`config.mk`:
```
export PLATFORM = sky130hd
export DESIGN_NAME = kwdt_top
export DESIGN_NICKNAME = d
export VERILOG_FILES = /design/src/rtl/kwdt_pkg.sv /design/src/rtl/kwdt_shadow.sv /design/src/rtl/kwdt_prescaler.sv /design/src/rtl/kwdt_core.sv /design/src/rtl/kwdt_top.sv
export SDC_FILE = /design/constraint.sdc
export NUM_CORES = 1
export LEC_CHECK = 0
export BUFFER_PORTS_ARGS = -buffer_cell sky130_fd_sc_hd__buf_4
export CAP_MARGIN = 20
export CORE_MARGIN = 4
export CORE_UTILIZATION = 30
export DETAILED_ROUTE_END_ITERATION = 8
export PLACE_DENSITY_LB_ADDON = 0.3
export SLEW_MARGIN = 20
export SYNTH_ARGS = -nofsm -noshare
export SYNTH_HDL_FRONTEND = slang
export SYNTH_SLANG_ARGS = --single-unit
```
`constraint.sdc`:
```
create_clock -name clk -period 4.9 [get_ports clk]
set_input_delay 0.735 -clock clk [delete_from_list [all_inputs] [get_ports clk]]
set_output_delay 0.735 -clock clk [all_outputs]
set_load 0.02 [all_outputs]
```
`src/rtl/kwdt_pkg.sv`:
```
package kwdt_pkg;

    typedef enum logic [2:0] {
        IDX_KEY  = 3'd0,
        IDX_PRE  = 3'd1,
        IDX_RLD  = 3'd2,
        IDX_STAT = 3'd3,
        IDX_WIN  = 3'd4,
        IDX_EWC  = 3'd5
    } reg_idx_e;

    localparam logic [15:0] KEY_OPEN    = 16'h5555;
    localparam logic [15:0] KEY_REFRESH = 16'hAAAA;
    localparam logic [15:0] KEY_START   = 16'hCCCC;

    localparam int EW_ACK_BIT  = 14;
    localparam int EW_EN_BIT   = 15;
    localparam int ST_FLAG_BIT = 14;

    // Last count value of the prescaler for a given code: (4 << code) - 1.
    function automatic logic [31:0] div_last(input logic [3:0] code, input int max_code);
        int eff;
        eff = (int'(code) > max_code) ? max_code : int'(code);
        return (32'd4 << eff) - 32'd1;
    endfunction

endpackage

```
`src/rtl/kwdt_shadow.sv`:
```
module kwdt_shadow #(
    parameter int             W        = 12,
    parameter logic [W-1:0]   RST_VAL  = '0,
    parameter int             BUSY_CYC = 3
) (
    input  logic         clk,
    input  logic         rst_n,
    input  logic         wr_i,
    input  logic [W-1:0] data_i,
    output logic [W-1:0] pend_o,
    output logic [W-1:0] act_o,
    output logic         busy_o
);
    localparam int BW = $clog2(BUSY_CYC + 1);

    typedef struct packed {
        logic [BW-1:0] cnt;
        logic [W-1:0]  pend;
        logic [W-1:0]  act;
    } sh_t;

    sh_t q, d;

    always_comb begin
        d = q;
        if (wr_i && q.cnt == '0) begin
            d.pend = data_i;
            d.cnt  = BW'(BUSY_CYC);
        end else if (q.cnt != '0) begin
            d.cnt = q.cnt - BW'(1);
            if (q.cnt == BW'(1)) d.act = q.pend;
        end
    end

    always_ff @(posedge clk or negedge rst_n) begin
        if (!rst_n) begin
            q.cnt  <= '0;
            q.pend <= RST_VAL;
            q.act  <= RST_VAL;
        end else begin
            q <= d;
        end
    end

    assign pend_o = q.pend;
    assign act_o  = q.act;
    assign busy_o = (q.cnt != '0);

    // a write during the busy period leaves the pending value alone
    a_r3_busy_write_dropped: assert property (@(posedge clk) disable iff (!rst_n)
        (wr_i && busy_o) |=> (pend_o == $past(pend_o)));

    // the applied value only moves at the end of the busy period
    a_r3_apply_at_end: assert property (@(posedge clk) disable iff (!rst_n)
        (act_o != d.act) |-> (q.cnt == BW'(1)));

endmodule

```
`src/rtl/kwdt_prescaler.sv`:
```
module kwdt_prescaler #(
    parameter int CODE_W   = 4,
    parameter int MAX_CODE = 8,
    parameter int DIV_W    = 2 + MAX_CODE
) (
    input  logic              clk,
    input  logic              rst_n,
    input  logic              run_i,
    input  logic              clr_i,
    input  logic [CODE_W-1:0] code_i,
    output logic              tick_o
);
    import kwdt_pkg::*;

    typedef struct packed {
        logic [DIV_W-1:0] div;
    } ps_t;

    ps_t q, d;
    logic [DIV_W-1:0] last;
    logic [31:0]      last_full;
    logic [31:0]      last_unused;

    always_comb begin
        last_full   = div_last(4'(code_i), MAX_CODE);
        last        = last_full[DIV_W-1:0];
        last_unused = last_full;
        tick_o      = run_i && (q.div == last);
        d           = q;
        if (clr_i || !run_i || tick_o) d.div = '0;
        else                           d.div = q.div + DIV_W'(1);
    end

    always_ff @(posedge clk or negedge rst_n) begin
        if (!rst_n) q <= '0;
        else        q <= d;
    end

    // the smallest division is 4, so ticks never come on adjacent cycles
    a_r4_tick_spacing: assert property (@(posedge clk) disable iff (!rst_n)
        tick_o |=> !tick_o);

endmodule

```
`src/rtl/kwdt_core.sv`:
```
module kwdt_core #(
    parameter int               CNT_W   = 12,
    parameter logic [CNT_W-1:0] CNT_RST = '1
) (
    input  logic             clk,
    input  logic             rst_n,
    input  logic             start_i,
    input  logic             refresh_i,
    input  logic             tick_i,
    input  logic             ack_i,
    input  logic             ew_en_i,
    input  logic [CNT_W-1:0] reload_i,
    input  logic [CNT_W-1:0] win_i,
    input  logic [CNT_W-1:0] thr_i,
    output logic             running_o,
    output logic             load_o,
    output logic             rst_req_o,
    output logic             flag_o
);
    typedef struct packed {
        logic [CNT_W-1:0] cnt;
        logic             running;
        logic             rst_req;
        logic             near;
        logic             flag;
    } core_t;

    core_t q, d;
    logic start_go, viol, refresh_go, expire, near, set_flag;

    always_comb begin
        d          = q;
        start_go   = start_i && !q.running;
        viol       = refresh_i && q.running && (q.cnt > win_i) && (win_i < reload_i);
        refresh_go = refresh_i && q.running && !viol;
        expire     = tick_i && q.running && (q.cnt == '0);
        if (start_go) d.running = 1'b1;
        if (start_go || refresh_go)     d.cnt = reload_i;
        else if (tick_i && q.running)   d.cnt = expire ? reload_i : q.cnt - CNT_W'(1);
        d.rst_req  = viol || expire;
        near       = q.running && ew_en_i &&
                     (({1'b0, q.cnt} + (CNT_W+1)'(1)) <= {1'b0, thr_i});
        d.near     = near;
        set_flag   = near && !q.near;
        d.flag     = set_flag || (q.flag && !ack_i);
        load_o     = start_go || refresh_go;
    end

    always_ff @(posedge clk or negedge rst_n) begin
        if (!rst_n) begin
            q.cnt     <= CNT_RST;
            q.running <= 1'b0;
            q.rst_req <= 1'b0;
            q.near    <= 1'b0;
            q.flag    <= 1'b0;
        end else begin
            q <= d;
        end
    end

    assign running_o = q.running;
    assign rst_req_o = q.rst_req;
    assign flag_o    = q.flag;

    // nothing but the block reset clears the running state
    a_r11_no_stop: assert property (@(posedge clk) disable iff (!rst_n)
        running_o |=> running_o);

    // expiry reloads the counter and requests a reset
    a_r5_expiry_reload: assert property (@(posedge clk) disable iff (!rst_n)
        (tick_i && running_o && q.cnt == '0) |=> (rst_req_o && q.cnt == $past(reload_i)));

    // a refresh above the window holds the counter and requests a reset
    a_r7_hold_on_violation: assert property (@(posedge clk) disable iff (!rst_n)
        (refresh_i && running_o && !tick_i && q.cnt > win_i && win_i < reload_i)
        |=> (rst_req_o && $stable(q.cnt)));

    // the flag can only rise while the enable is set
    a_r8_flag_needs_enable: assert property (@(posedge clk) disable iff (!rst_n)
        $rose(flag_o) |-> $past(ew_en_i));

    // an acknowledge with no new crossing clears the flag
    a_r9_ack_clears: assert property (@(posedge clk) disable iff (!rst_n)
        (ack_i && q.near) |=> !flag_o);

endmodule

```
`src/rtl/kwdt_top.sv`:
```
module kwdt_top #(
    parameter int ADDR_W   = 5,
    parameter int DATA_W   = 32,
    parameter int CNT_W    = 12,
    parameter int CODE_W   = 4,
    parameter int MAX_CODE = 8,
    parameter int BUSY_CYC = 3
) (
    input  logic              clk,
    input  logic              rst_n,
    input  logic [ADDR_W-1:0] bus_addr,
    input  logic              bus_wr,
    input  logic [DATA_W-1:0] bus_wdata,
    output logic [DATA_W-1:0] bus_rdata,
    output logic              wdg_reset_req,
    output logic              early_irq
);
    import kwdt_pkg::*;

    localparam int EW_W = CNT_W + 1;

    typedef struct packed {
        logic open;
    } top_t;

    top_t q, d;

    logic [2:0]  idx;
    logic        key_wr, start_k, refresh_k, ack;
    logic        pre_wr, rld_wr, win_wr, ew_wr;
    logic [CODE_W-1:0] pre_pend, pre_act;
    logic [CNT_W-1:0]  rld_pend, rld_act, win_pend, win_act;
    logic [EW_W-1:0]   ew_pend, ew_act;
    logic        pre_busy, rld_busy, win_busy, ew_busy;
    logic        tick, running, load;
    logic [15:0] key;
    logic        addr_unused;

    assign idx         = bus_addr[4:2];
    assign key         = bus_wdata[15:0];
    assign addr_unused = ^{bus_addr[1:0], bus_wdata[DATA_W-1:16], bus_wdata[13:12]};

    always_comb begin
        d         = q;
        key_wr    = bus_wr && (idx == IDX_KEY);
        start_k   = key_wr && (key == KEY_START);
        refresh_k = key_wr && (key == KEY_REFRESH);
        if (key_wr) d.open = (key == KEY_OPEN);
        pre_wr    = bus_wr && (idx == IDX_PRE) && q.open;
        rld_wr    = bus_wr && (idx == IDX_RLD) && q.open;
        win_wr    = bus_wr && (idx == IDX_WIN) && q.open;
        ew_wr     = bus_wr && (idx == IDX_EWC);
        ack       = ew_wr && bus_wdata[EW_ACK_BIT];
    end

    always_ff @(posedge clk or negedge rst_n) begin
        if (!rst_n) q.open <= 1'b0;
        else        q <= d;
    end

    kwdt_shadow #(.W(CODE_W), .RST_VAL('0), .BUSY_CYC(BUSY_CYC)) u_pre (
        .clk(clk), .rst_n(rst_n), .wr_i(pre_wr), .data_i(bus_wdata[CODE_W-1:0]),
        .pend_o(pre_pend), .act_o(pre_act), .busy_o(pre_busy));

    kwdt_shadow #(.W(CNT_W), .RST_VAL('1), .BUSY_CYC(BUSY_CYC)) u_rld (
        .clk(clk), .rst_n(rst_n), .wr_i(rld_wr), .data_i(bus_wdata[CNT_W-1:0]),
        .pend_o(rld_pend), .act_o(rld_act), .busy_o(rld_busy));

    kwdt_shadow #(.W(CNT_W), .RST_VAL('1), .BUSY_CYC(BUSY_CYC)) u_win (
        .clk(clk), .rst_n(rst_n), .wr_i(win_wr), .data_i(bus_wdata[CNT_W-1:0]),
        .pend_o(win_pend), .act_o(win_act), .busy_o(win_busy));

    kwdt_shadow #(.W(EW_W), .RST_VAL('0), .BUSY_CYC(BUSY_CYC)) u_ew (
        .clk(clk), .rst_n(rst_n), .wr_i(ew_wr),
        .data_i({bus_wdata[EW_EN_BIT], bus_wdata[CNT_W-1:0]}),
        .pend_o(ew_pend), .act_o(ew_act), .busy_o(ew_busy));

    kwdt_prescaler #(.CODE_W(CODE_W), .MAX_CODE(MAX_CODE)) u_ps (
        .clk(clk), .rst_n(rst_n), .run_i(running), .clr_i(load),
        .code_i(pre_act), .tick_o(tick));

    kwdt_core #(.CNT_W(CNT_W)) u_core (
        .clk(clk), .rst_n(rst_n), .start_i(start_k), .refresh_i(refresh_k),
        .tick_i(tick), .ack_i(ack), .ew_en_i(ew_act[CNT_W]),
        .reload_i(rld_act), .win_i(win_act), .thr_i(ew_act[CNT_W-1:0]),
        .running_o(running), .load_o(load), .rst_req_o(wdg_reset_req),
        .flag_o(early_irq));

    always_comb begin
        bus_rdata = '0;
        case (idx)
            IDX_PRE:  bus_rdata[CODE_W-1:0] = pre_pend;
            IDX_RLD:  bus_rdata[CNT_W-1:0]  = rld_pend;
            IDX_WIN:  bus_rdata[CNT_W-1:0]  = win_pend;
            IDX_STAT: begin
                bus_rdata[0]           = pre_busy;
                bus_rdata[1]           = rld_busy;
                bus_rdata[2]           = win_busy;
                bus_rdata[3]           = ew_busy;
                bus_rdata[ST_FLAG_BIT] = early_irq;
            end
            IDX_EWC:  begin
                bus_rdata[CNT_W-1:0] = ew_pend[CNT_W-1:0];
                bus_rdata[EW_EN_BIT] = ew_pend[CNT_W];
            end
            default:  bus_rdata = '0;
        endcase
    end

    // a write to a closed configuration word changes nothing
    a_r2_closed_write_dropped: assert property (@(posedge clk) disable iff (!rst_n)
        (bus_wr && idx == IDX_RLD && !q.open) |=> $stable(rld_pend));

endmodule

```
==> flow_summary.json <==
{
  "final.setup.worst_slack_ps": 1628,
  "ctsHoldBuffers": 0,
  "yosysUniqueCellTypes": 65,
  "cts_tree": "done",
  "drt_iter0_markers": 269,
  "power_leakage_nw": 3.506,
  "max_slew_margin_pct": 33.52,
  "cts_max_level": 4,
  "std_cell_rows": 55,
  "drv_slew": 0,
  "drv_cap": 0,
  "grt_usage_pct": 13.40,
  "cts_buffer_depth": 2,
  "postRouteAntennaNets": 0,
  "utilization_pct": 35.44,
  "dp_hpwl_um": 12380,
  "setup_viol": 0,
  "mostFrequentLayoutCell": "nand2_1",
  "worstPathRequired_ps": 5240,
  "routed_wl_um": 16820,
  "synth_seq_cells": 117,
  "clk_pin_slew_ps": 50,
  "slowest_stage": "or4b_2",
  "fp.dieH_um": 160.3,
  "status": "complete, no violations",
  "drive_gt1_share_pct": 30.07,
  "gp_congestion": 0.8214,
  "m1WireLength_um": 8143,
  "yosysSeqAreaShare_pct": 43.13,
  "max_stage_delay_ps": 680,
  "finalCritPeriodShare_pct": 66.78,
  "layout.cells.non_filler": 1010,
  "clockRootBuffer": "clkbuf_16",
  "die_w_um": 160.3,
  "core_sq_mm": 0.02271,
  "hold_class": "input port to asynchronous set/reset pin",
  "cts_resized": 0,
  "rsz0062_at_grt": "no",
  "io_pins": 74,
  "syn-cell-area_sq_mm": 0.006962,
  "dp.cells": 978,
  "crit_fanout": 12,
  "maxUsedRoutingLayer": "met4",
  "startpoint_type": "register",
  "path_class": "register to register",
  "via_per_inst": 4.979,
  "synth_edf_count": 0,
  "dr_wl_met3_um": 669,
  "worst_clock_skew_ps": 7.820,
  "period_minus_slack_ps": 3272,
  "antenna_cells": 0,
  "syn_avg_cell_area_sq_um": 10.25,
  "grt_pass1_vias": 5074,
  "final_cell_mix": "nand2_1, dfstp_2, mux2_2",
  "crit_arrival_ps": 3610,
  "area_growth_pct": 15.60,
  "worst_skew_pair.late_latency_ps": 420,
  "powerDensity_mw_per_mm2": 374.9,
  "postCtsSetupBuffers": 0,
  "synthCells": 679,
  "grt_max_degree": 41,
  "r2r_cells": 9,
  "end_kind": "register",
  "start_util_pct": 30.66,
  "grt_pass1_wl_um": 27370,
  "port_buffers": 37,
  "synthTopCellsByArea": "dfstp_2, dfrtp_1, mux2_2",
  "crit_chain": "or4b_2, ha_1, nor3_1, o2111a_1, a211oi_1, nor4_4, nand2_1, or3_1, a31oi_1",
  "fin_setup_tns_ps": 0,
  "peakVddDrop_uv": 229.6,
  "dieArea_sq_mm": 0.02571,
  "yosys.area.top_type_share_pct": 22.65,
  "cts_inserted_buffers": 17,
  "dp_slack_ps": 1576,
  "yosysTopAreaCell": "dfstp_2",
  "nets": 800,
  "drc_errors": 0,
  "dr.pass1.iters": 4,
  "finalPower_mw": 3.017,
  "hold_viol_final": 0,
  "post_drt_wl_per_cell_um": 16.65,
  "async_reset_ff_share_pct": 100.0,
  "wl_met2_um": 7754,
  "tightest_slew_ps": 997.1,
  "antenna_found_initial": 0,
  "synth_flop_cell": "dfstp_2",
  "route.vias.total": 5029,
  "max_freq_mhz": 305.6,
  "grt_overflow": 0,
  "ys_warn_count": 0,
  "cts_sinks": 117
}
==> where the power goes <==
group | leakage, nW | internal, mW | total, mW | switching [mW]
Sequential | 1.37 | 1.10 | 1.17 | 0.0734
Clock | 0.299 | 0.849 | 1.29 | 0.438
Combinational | 1.84 | 0.235 | 0.555 | 0.320
Total | 3.51 | 2.19 | 3.02 | 0.831
==> state kept, by name, indices dropped and copies added, names as in the netlist <==
| name | flops |
|---|---|
| u_core.q | 13 |
| u_ew.act_o | 13 |
| u_ew.pend_o | 13 |
| u_rld.act_o | 12 |
| u_rld.pend_o | 12 |
| u_win.act_o | 12 |
| u_win.pend_o | 12 |
| u_ps.q | 10 |
| u_pre.act_o | 4 |
| u_pre.pend_o | 4 |
| u_ew.q | 2 |
| u_pre.q | 2 |
| u_rld.q | 2 |
| u_win.q | 2 |
| q | 1 |
| u_core.flag_o | 1 |
| u_core.rst_req_o | 1 |
| u_core.running_o | 1 |
==> kinds of logic (layout without fill, tap and decap cells) <==
kind of cell | count (synthesis) | in the layout | share of synthesized area (%)
simple gates | 197 | 197 | 15.24
other cells | 1 | 18 | 0.05387
fa+ha+maj | 48 | 48 | 8.627
xor+xnor | 25 | 25 | 3.145
flops | 117 | 117 | 43.13
mux | 70 | 70 | 11.11
buf+inv | 97 | 126 | 6.650
compound gates | 124 | 124 | 12.04
==> stage by stage <==
| stage | hold WS, ps | area (sq um) |
|---|---|---|
| after floorplan | 439.4 | 7025 |
| after global placement | 478.6 | 7435 |
| after detailed placement | 489.7 | 7435 |
| after CTS | 308.3 | 8048 |
| after global routing | 331.0 | 8048 |
| final | 301.0 | 8048 |
==> worst max-delay path, delay by kind of cell (launching register included) <==
family,cells,cell delay (ps)
adders and majority gates,1,260
DFF,1,500
AOI/OAI and AO/OA,3,470
and+or+nand+nor,5,1980
==> cells in the mapped netlist, types with 5 or more instances <==
| library cell | instances |
|---|---|
| a21o_1 | 5 |
| a21oi_1 | 22 |
| a2bb2oi_2 | 10 |
| and3_1 | 8 |
| buf_2 | 7 |
| buf_4 | 18 |
| clkbuf_1 | 15 |
| dfrtp_1 | 57 |
| dfstp_2 | 60 |
| ha_1 | 48 |
| inv_1 | 52 |
| mux2_2 | 58 |
| mux2i_1 | 12 |
| nand2_1 | 70 |
| nand3_1 | 23 |
| nand4_1 | 11 |
| nor2_1 | 26 |
| nor2b_1 | 6 |
| nor3_1 | 12 |
| nor4bb_1 | 5 |
| o211ai_1 | 5 |
| o21a_1 | 5 |
| o21ai_0 | 51 |
| or3_1 | 5 |
| xnor2_1 | 9 |
| xor2_1 | 16 |
==> path summary, 6_finish.rpt <==
path                       slack, ps                  startpoint                           to
max in group asynchronous       3660                       rst_n  u_win.pend_o[8]$_DFFE_PN1P_
max reg2reg                     1630  u_pre.act_o[3]$_DFFE_PN0P_     u_core.q[14]$_DFFE_PN1P_
min in group clk                 490         u_ps.q[0]$_DFF_PN0_          u_ps.q[0]$_DFF_PN0_
max                             1630  u_pre.act_o[3]$_DFFE_PN0P_     u_core.q[14]$_DFFE_PN1P_
min                              300                       rst_n          u_ps.q[3]$_DFF_PN0_
min reg2reg                      490         u_ps.q[0]$_DFF_PN0_          u_ps.q[0]$_DFF_PN0_
==> routing by layer <==
layer	vias up	global-route usage, %
met2	96	21.43
met3	18	2.771
met4	0	4.028
met1	2496	18.35
met5	-	0
li1	2419	-
==> area by class of cell <==
| cell class | count | area (sq um) |
|---|---|---|
| clock buffers | 23 | 488.0 |
| inverters | 52 | 195.2 |
| fillers | 2297 | 14660 |
| multi-input cells | 482 | 3565 |
| repair buffers | 42 | 315.3 |
| well taps | 285 | 356.6 |
| flip-flops and latches | 117 | 3003 |
| clock inverters | 9 | 125.1 |
No activity file was read; power rests on OpenSTA's default activity.
